[config.mk]
export PLATFORM = sky130hd
export DESIGN_NAME = audio_serial_port
export DESIGN_NICKNAME = d
export VERILOG_FILES = /design/src/rtl/asp_pkg.sv /design/src/rtl/asp_bclk_gen.sv /design/src/rtl/asp_sync.sv /design/src/rtl/asp_frame_engine.sv /design/src/rtl/audio_serial_port.sv
export SDC_FILE = /design/constraint.sdc
export NUM_CORES = 1
export LEC_CHECK = 0
export BUFFER_PORTS_ARGS = -buffer_cell sky130_fd_sc_hd__buf_4
export CELL_PAD_IN_SITES_DETAIL_PLACEMENT = 1
export CELL_PAD_IN_SITES_GLOBAL_PLACEMENT = 1
export CORE_UTILIZATION = 46
export DETAILED_ROUTE_END_ITERATION = 8
export GPL_ROUTABILITY_DRIVEN = 0
export HOLD_SLACK_MARGIN = 0.15
export PLACE_DENSITY_LB_ADDON = 0.05
export SLEW_MARGIN = 20
export SYNTH_ARGS = -nofsm -noshare
export SYNTH_HDL_FRONTEND = slang
export SYNTH_SLANG_ARGS = --single-unit
[constraint.sdc]
create_clock -name mclk -period 2.6 [get_ports mclk]
set_input_delay 0.52 -clock mclk [delete_from_list [all_inputs] [get_ports mclk]]
set_output_delay 0.52 -clock mclk [all_outputs]
set_load 0.02 [all_outputs]
[src/rtl/asp_pkg.sv]
package asp_pkg;

    localparam int DEF_DATA_W    = 16;
    localparam int DEF_HALF_BASE = 4;
    localparam int DEF_SYNC_LEN  = 2;

    // divider code to shift amount: 0 -> /1, 1 -> /2, 2 and 3 -> /4
    function automatic logic [1:0] div_shift(input logic [1:0] code);
        logic [1:0] sh;
        case (code)
            2'd0:    sh = 2'd0;
            2'd1:    sh = 2'd1;
            default: sh = 2'd2;
        endcase
        return sh;
    endfunction

endpackage

[src/rtl/asp_bclk_gen.sv]
module asp_bclk_gen #(
    parameter int DATA_W    = asp_pkg::DEF_DATA_W,
    parameter int HALF_BASE = asp_pkg::DEF_HALF_BASE
) (
    input  logic       clk,
    input  logic       rst_n,
    input  logic       en,
    input  logic [1:0] div_code,
    output logic       bclk,
    output logic       fsync,
    output logic       rise,
    output logic       fall
);
    localparam int FRAME_BITS = 2 * DATA_W;
    localparam int POS_W      = $clog2(FRAME_BITS);
    localparam int CNT_W      = $clog2(HALF_BASE * 4) + 1;

    typedef struct packed {
        logic [CNT_W-1:0] cnt;
        logic             bclk;
        logic [POS_W-1:0] pos;
        logic             fsync;
        logic             rise;
        logic             fall;
    } gen_t;

    localparam gen_t GEN_IDLE = '{
        cnt:   '0,
        bclk:  1'b0,
        pos:   POS_W'(FRAME_BITS - 1),
        fsync: 1'b0,
        rise:  1'b0,
        fall:  1'b0
    };

    gen_t q, d;
    logic [CNT_W-1:0] half_len;
    logic [POS_W-1:0] pos_nx;

    always_comb begin
        d        = q;
        d.rise   = 1'b0;
        d.fall   = 1'b0;
        half_len = CNT_W'(HALF_BASE) << asp_pkg::div_shift(div_code);
        pos_nx   = q.pos + POS_W'(1);
        if (!en) begin
            d = GEN_IDLE;
        end else if (q.cnt == half_len - CNT_W'(1)) begin
            d.cnt  = '0;
            d.bclk = ~q.bclk;
            if (!q.bclk) begin
                d.rise  = 1'b1;
                d.pos   = pos_nx;
                d.fsync = (pos_nx < POS_W'(DATA_W));
            end else begin
                d.fall = 1'b1;
            end
        end else begin
            d.cnt = q.cnt + CNT_W'(1);
        end
    end

    always_ff @(posedge clk or negedge rst_n) begin
        if (!rst_n) q <= GEN_IDLE;
        else        q <= d;
    end

    assign bclk  = q.bclk;
    assign fsync = q.fsync;
    assign rise  = q.rise;
    assign fall  = q.fall;

endmodule

[src/rtl/asp_sync.sv]
module asp_sync #(
    parameter int STAGES = asp_pkg::DEF_SYNC_LEN
) (
    input  logic clk,
    input  logic rst_n,
    input  logic bclk_raw,
    input  logic fsync_raw,
    input  logic sdi_raw,
    output logic fsync_s,
    output logic sdi_s,
    output logic rise,
    output logic fall
);
    localparam int LANES = 3;

    typedef struct packed {
        logic [STAGES-1:0][LANES-1:0] stg;
        logic                         bclk_prev;
    } sync_t;

    sync_t q, d;
    logic  bclk_s;

    always_comb begin
        d           = q;
        d.stg[0]    = {bclk_raw, fsync_raw, sdi_raw};
        for (int i = 1; i < STAGES; i++) begin
            d.stg[i] = q.stg[i-1];
        end
        d.bclk_prev = q.stg[STAGES-1][2];
    end

    always_ff @(posedge clk or negedge rst_n) begin
        if (!rst_n) q <= '0;
        else        q <= d;
    end

    assign bclk_s  = q.stg[STAGES-1][2];
    assign fsync_s = q.stg[STAGES-1][1];
    assign sdi_s   = q.stg[STAGES-1][0];
    assign rise    = bclk_s & ~q.bclk_prev;
    assign fall    = ~bclk_s & q.bclk_prev;

endmodule

[src/rtl/asp_frame_engine.sv]
module asp_frame_engine #(
    parameter int DATA_W = asp_pkg::DEF_DATA_W
) (
    input  logic              clk,
    input  logic              rst_n,
    input  logic              rise,
    input  logic              fall,
    input  logic              fsync,
    input  logic              sdi,
    input  logic              long_fs,
    input  logic              slot,
    input  logic              loopback,
    input  logic [DATA_W-1:0] adc_data,
    output logic              sdo,
    output logic              sdo_oe,
    output logic [DATA_W-1:0] dac_data,
    output logic              dac_valid
);
    localparam int FRAME_BITS = 2 * DATA_W;
    localparam int POS_W      = $clog2(FRAME_BITS);
    localparam int IDX_W      = $clog2(DATA_W);

    typedef struct packed {
        logic [POS_W-1:0]  pos;
        logic              locked;
        logic              fs_last;
        logic [DATA_W-1:0] tx;
        logic [DATA_W-1:0] rx;
        logic              sdo;
        logic              oe;
        logic [DATA_W-1:0] dac;
        logic              valid;
    } eng_t;

    eng_t q, d;
    logic              start;
    logic [POS_W-1:0]  pos_nx;
    logic [DATA_W-1:0] tx_word;
    logic [DATA_W-1:0] rx_word;
    logic [IDX_W-1:0]  bit_sel;

    always_comb begin
        d       = q;
        d.valid = 1'b0;
        start   = 1'b0;
        pos_nx  = q.pos;
        tx_word = q.tx;
        rx_word = q.rx;
        bit_sel = '0;
        if (rise) begin
            start     = long_fs ? (fsync & ~q.fs_last) : q.fs_last;
            d.fs_last = fsync;
            if (start) begin
                pos_nx   = '0;
                tx_word  = adc_data;
                d.tx     = adc_data;
                d.locked = 1'b1;
            end else begin
                pos_nx = q.pos + POS_W'(1);
            end
            d.pos   = pos_nx;
            bit_sel = ~pos_nx[IDX_W-1:0];
            d.oe    = (start | q.locked) & (pos_nx[POS_W-1] == slot);
            d.sdo   = d.oe & tx_word[bit_sel];
        end
        if (fall && q.locked && (q.pos[POS_W-1] == slot)) begin
            rx_word = {q.rx[DATA_W-2:0], sdi};
            d.rx    = rx_word;
            if (&q.pos[IDX_W-1:0]) begin
                d.dac   = loopback ? q.tx : rx_word;
                d.valid = 1'b1;
            end
        end
    end

    always_ff @(posedge clk or negedge rst_n) begin
        if (!rst_n) q <= '0;
        else        q <= d;
    end

    assign sdo       = q.sdo;
    assign sdo_oe    = q.oe;
    assign dac_data  = q.dac;
    assign dac_valid = q.valid;

endmodule

[src/rtl/audio_serial_port.sv]
module audio_serial_port #(
    parameter int DATA_W    = asp_pkg::DEF_DATA_W,
    parameter int HALF_BASE = asp_pkg::DEF_HALF_BASE,
    parameter int SYNC_LEN  = asp_pkg::DEF_SYNC_LEN
) (
    input  logic              mclk,
    input  logic              rst_n,
    input  logic              cfg_master,
    input  logic              cfg_long_fs,
    input  logic              cfg_slot,
    input  logic [1:0]        cfg_div,
    input  logic              cfg_loopback,
    input  logic              bclk_in,
    input  logic              fsync_in,
    input  logic              sdi,
    output logic              bclk_out,
    output logic              fsync_out,
    output logic              port_drive,
    output logic              sdo,
    output logic              sdo_oe,
    input  logic [DATA_W-1:0] adc_data,
    output logic [DATA_W-1:0] dac_data,
    output logic              dac_valid
);
    logic g_bclk, g_fsync, g_rise, g_fall;
    logic s_fsync, s_sdi, s_rise, s_fall;
    logic evt_rise, evt_fall, evt_fsync, long_eff;

    asp_bclk_gen #(.DATA_W(DATA_W), .HALF_BASE(HALF_BASE)) u_gen (
        .clk      (mclk),
        .rst_n    (rst_n),
        .en       (cfg_master),
        .div_code (cfg_div),
        .bclk     (g_bclk),
        .fsync    (g_fsync),
        .rise     (g_rise),
        .fall     (g_fall)
    );

    asp_sync #(.STAGES(SYNC_LEN)) u_sync (
        .clk       (mclk),
        .rst_n     (rst_n),
        .bclk_raw  (bclk_in),
        .fsync_raw (fsync_in),
        .sdi_raw   (sdi),
        .fsync_s   (s_fsync),
        .sdi_s     (s_sdi),
        .rise      (s_rise),
        .fall      (s_fall)
    );

    assign evt_rise  = cfg_master ? g_rise  : s_rise;
    assign evt_fall  = cfg_master ? g_fall  : s_fall;
    assign evt_fsync = cfg_master ? g_fsync : s_fsync;
    assign long_eff  = cfg_master | cfg_long_fs;

    asp_frame_engine #(.DATA_W(DATA_W)) u_eng (
        .clk       (mclk),
        .rst_n     (rst_n),
        .rise      (evt_rise),
        .fall      (evt_fall),
        .fsync     (evt_fsync),
        .sdi       (s_sdi),
        .long_fs   (long_eff),
        .slot      (cfg_slot),
        .loopback  (cfg_loopback),
        .adc_data  (adc_data),
        .sdo       (sdo),
        .sdo_oe    (sdo_oe),
        .dac_data  (dac_data),
        .dac_valid (dac_valid)
    );

    assign bclk_out   = g_bclk;
    assign fsync_out  = g_fsync;
    assign port_drive = cfg_master;

endmodule

=== Yosys cells after proc, flatten, opt, wreduce, memory -nomap -nowiden ===
Index checks and enable logic that the tools add are counted.

* Output and inout port bits: 22
* Word-level logic and storage cells: 69
* Input port bits: 27
* Bits in registers: 78

* Reductions and logical operators: 7
* Muxes and demuxes: 19
* Shift operators: 1
* $add $sub $neg: 4
* Bitwise gates (word level): 12
* Eq/ne operators: 6
* $lt $le $gt $ge: 2

{| class="wikitable"
|+ Operators with widths
! kind !! count
|-
| $mux W16 || 3
|-
| $add A5 B1 Y5 const B || 3
|-
| $mux W5 || 3
|-
| $mux W14 || 1
|-
| $mux W9 || 1
|-
| $mux W1 || 8
|-
| $mux W7 || 1
|-
| $and A1 B1 Y1 || 5
|-
| $eq A5 B5 Y1 || 1
|-
| $lt A4 B5 Y1 const B || 1
|-
| $lt A5 B5 Y1 const B || 1
|-
| $reduce_and A5 Y1 || 1
|-
| $shl A3 B2 Y5 const A || 1
|-
| $sub A5 B1 Y5 const B || 1
|-
| $bmux W1 S4 || 1
|-
| $not A1 Y1 || 4
|-
| $not A4 Y4 || 1
|-
| $pmux W2 S2 || 1
|-
| $reduce_and A2 Y1 || 2
|-
| $reduce_and A4 Y1 || 1
|-
| $eq A1 B1 Y1 || 2
|-
| $eq A2 B1 Y1 const B || 1
|-
| $logic_and A1 B1 Y1 || 2
|-
| $logic_not A2 Y1 || 1
|-
| 3 further kinds || 4
|}

=== Depth between registers and ports, before layout ===
* Word-level depth: 9
* Mapped depth: 8
* Depth with buffers taken out: 6

=== Cells and area by module ===
A second synthesis with hierarchy kept.

* Cells, all modules: 283
* Area total of the unflattened synthesis: 3723.6 µm²

{| class="wikitable"
|+ Modules (own cells, without submodules)
! module !! seq. area each (µm²) !! instances !! cells an instance !! area an instance (µm²)
|-
| asp_frame_engine || 1426.4 || 1 || 210 || 2836.5
|-
| asp_bclk_gen || 356.6 || 1 || 59 || 649.4
|-
| asp_sync || 175.2 || 1 || 9 || 190.2
|-
| audio_serial_port || 0.0 || 1 || 5 || 47.5
|}

=== Worst setup path before layout ===
OpenSTA, ideal clock, no wires.

* Path type: reg2reg
* Start point: reg u_eng.q[53] (netlist name)
* End point: reg u_eng.q (netlist bit u_eng.sdo)
* Slack: 425 ps
* Cell stages (with the launch flop): 7
* Data required time: 2480 ps
* Library setup time: 120 ps
* Path buffers: 1
* Arrival: 2054 ps
* Clock period less this slack: 2175 ps
* Path through: dfrtp_1 -> ha_1 -> buf_6 -> mux4_1 -> mux2_2 -> o32a_1 -> o211a_1

* Word-level cells in the longest chain between the ends: 7
* Elaborated cells between the ends (all ways): 9
* Those cells by class: 1 x add/sub; 1 x eq/ne; 4 x mux; 3 x bitwise

{| class="wikitable"
|+ Ends and longest elaborated chain
! element !! line !! RTL
|-
| start: declaration || asp_frame_engine.sv:35 || <nowiki>eng_t q, d;</nowiki>
|-
| start signal: assignment || asp_frame_engine.sv:77 || <nowiki>if (!rst_n) q <= '0;</nowiki>
|-
| start signal: assignment || asp_frame_engine.sv:78 || <nowiki>else q <= d;</nowiki>
|-
| $add A5 B1 Y5 (*) || asp_frame_engine.sv:59 || <nowiki>pos_nx = q.pos + POS_W'(1);</nowiki>
|-
| $mux W5 (*) || asp_frame_engine.sv:53 || <nowiki>if (start) begin</nowiki>
|-
| $mux W5 (*) || asp_frame_engine.sv:50 || <nowiki>if (rise) begin</nowiki>
|-
| $not A4 Y4 || asp_frame_engine.sv:62 || <nowiki>bit_sel = ~pos_nx[IDX_W-1:0];</nowiki>
|-
| $bmux W1 S4 || asp_frame_engine.sv:64 || <nowiki>d.sdo = d.oe & tx_word[bit_sel];</nowiki>
|-
| $mux W1 (not written as such) || asp_frame_engine.sv:64 ||
|-
| $and A1 B1 Y1 (*) || asp_frame_engine.sv:64 ||
|}

Mark *: on every way between the ends. The rest lies on a longest branch, timed or not. The select of a mux whose other input is x is not followed.
A chain may end at the register's enable or synchronous reset.

=== Worst setup path in the final report ===
Ends and elaborated chain as after synthesis.

==> impl_results.md <==
- Run status: finished clean
- Syn_nets: 317
- Largest net degree at the start of global routing: 48
- CTS tree: built
- VDD IR max: 0.421 mV
- Commonest non-fill, non-tap cell in the layout: dfrtp_1
- Post-CTS Resized: 0
- Via/cell ratio: 5.30
- Overall routing resource usage: 19.6%
- WL final: 7170 µm
- DRC Markers: 0
- Post-route clock skew: 0.00920 ns
- Hold Buf Count CTS: 0
- Cell breakdown of the critical path: ha_1, mux4_1, mux2_2, o32a_1, o211a_1
- Die height: 90.5 µm
- Number of nets in the layout: 354
- Number of global-route vias before repair: 2422
- Clock latency on the worst-skew pair: 0.35 ns
- Total CTS buffers: 9
- Layout cells sized above 1: 34.3%
- Crit path kind: register to register
- Initial antenna violation count: 0
- Post-synthesis sequential area ratio: 54.4%
- Reg area: 0.00196 mm²
- Hpwl dp: 5210 µm
- Minimum clock period: 2.39 ns
- Drt pass-1 iters: 4
- Most frequent cells in the layout: 73 x dfrtp_1, 54 x buf_4, 32 x mux2_2
- Max Freq: 419 MHz
- Port Buf Inserts: 48
- Initial core utilization: 48.6%
- Worst slack, placed: 0.228 ns
- Prevailing post-synth register cell: dfrtp_1
- Final setup TNS: 0 ns
- Post-synthesis cell count: 287
- Post-synth EDFFs: 0
- Hold_ws: 0.191 ns
- Final instance area: 0.00411 mm²
- Post-synth ARST share: 100%
- Cell area power density: 696 mW/mm²
- Grt total ovfl: 0
- Crit path required time: 2.84 ns
- Leakage power: 0.00194 µW
- Total number of vias: 2267
- Area after DPL: 0.00394 mm²
- Drt initial violations: 102
- Top-level I/O count: 49
- Critical path fanouts, max: 8
- Row Count: 31
- Max Root-Sink Buffers: 2
- Core box area: 0.00741 mm²
- Syn avg cell area: 12.5 µm²
- Crit share post-route: 91.8%
- Final slew viol count: 0
- First-pass GRT wire length: 12300 µm
- Critical Path Source Type: register
- Max_cap viols: 0
- CP arrival: 2.62 ns
- Synth warn: 0
- PnR worst setup slack: 0.214 ns
- Drt wl/cell: 16.8 µm
- Root Buffer: clkbuf_8
- Worst slew pin tran: 0.643 ns
- Critical Path End Type: register
- Die width: 90.5 µm
- Worst hold path type: primary input to async pin
- Antenna fix cells: 0
- H-tree depth: 3
- Max_slew headroom: 57.1%
- RSZ-0062 raised after global routing: no
- Final Setup Violations: 0
- Clock Sinks: 78
- Worst-path clk slew: 0.07 ns
- CP peak stage delay: 0.60 ns
- Multi-input logic area: 0.00142 mm²
- Postcts setup bufs: 0
- Synth-to-layout area growth: 14.2%
- Crit path max-delay cell type: mux4_1
- Count of state elements after synthesis: 78
- Endpoints failing hold: 0
- Filler cell count: 767
- Die area: 0.00819 mm²
- Cell Area, Synth: 0.00360 mm²
- Yosys cell types: 45
- ANT nets after route: 0
state kept, by name, summed over array words and instances (netlist names), 3 cells and up:
signal and cells:
u_eng.q 38, u_eng.dac_data 16, u_gen.q 10, u_sync.d 3
synth_stat cells, types with 5 or more instances:
master | n | share of area, %
dfrtp_1 | 73 | 51
mux2_2 | 32 | 10
nand2_1 | 25 | 2.6
mux2i_1 | 19 | 5.3
o21ai_0 | 19 | 2.6
buf_4 | 17 | 3.5
nor2_1 | 9 | 0.94
o21ai_1 | 7 | 0.97
xnor2_1 | 7 | 1.7
nand3_1 | 6 | 0.83
dfstp_2 | 5 | 3.6
nand2b_1 | 5 | 0.87
critical path: cells and delay by family, from the launching register on:
kind	cells	cell delay, ns
adders and majority gates	1	0.47
AOI/OAI and AO/OA	2	0.45
DFF	1	0.49
muxes	2	0.89
final cells by class:
class	instances	share of cell area, %
Clock inverter	4	0.578
Sequential cell	78	47.6
Multi-Input combinational cell	177	34.6
Clock buffer	12	3.53
Tap cell	99	3.01
Timing Repair Buffer	55	10.3
Inverter	3	0.274
through the flow:
step,utilization (%),cells,power [µW]
floorplan,-,287,1900
detailed placement,53.2,412,2100
finish,55.5,428,2860
global placement,53.2,412,2070
global route,55.5,428,3020
CTS,55.5,428,2910
metal layers:
metal  vias up  wire, µm  GRT usage (%)
met5         -         0              0
met4         0        67           4.84
met3         7       268           6.23
met2        37      3430           31.9
met1      1149      3410           25.2
li1       1074         -              -
power breakdown:
part / leakage (µW) / switching, µW / internal [µW]
combinational: 0.000839 / 233 / 320
sequential: 0.00101 / 147 / 1370
clock: 0.0000901 / 428 / 370
cell families (layout without fill, tap and decap cells):
kind of cell / Yosys count / after routing / synth area share [%]
AO/OA/AOI/OAI: 43 / 43 / 8.10
XOR/XNOR: 10 / 10 / 2.43
adder cells (fa/ha/maj): 3 / 3 / 1.04
buffers and inverters: 32 / 74 / 6.08
flip-flops: 78 / 78 / 54.4
multiplexers: 55 / 55 / 18.2
AND/OR/NAND/NOR: 66 / 66 / 9.76
path summary, 6_finish.rpt:
path,from,endpoint,slack [ns],cells past startpoint
worst max-delay path,u_eng.q[53],u_eng.sdo,0.21,5
worst min-delay path,rst_n,u_eng.dac_data[10],0.19,1
worst max register to register,u_eng.q[53],u_eng.sdo,0.21,5
worst min register to register,u_sync.d[5],u_sync.fsync_s,0.36,0
max in group asynchronous,rst_n,u_eng.dac_data[7],1.80,2
min in group mclk,bclk_in,u_sync.d[6],0.27,1
No activity file was read; power rests on OpenSTA's default activity.
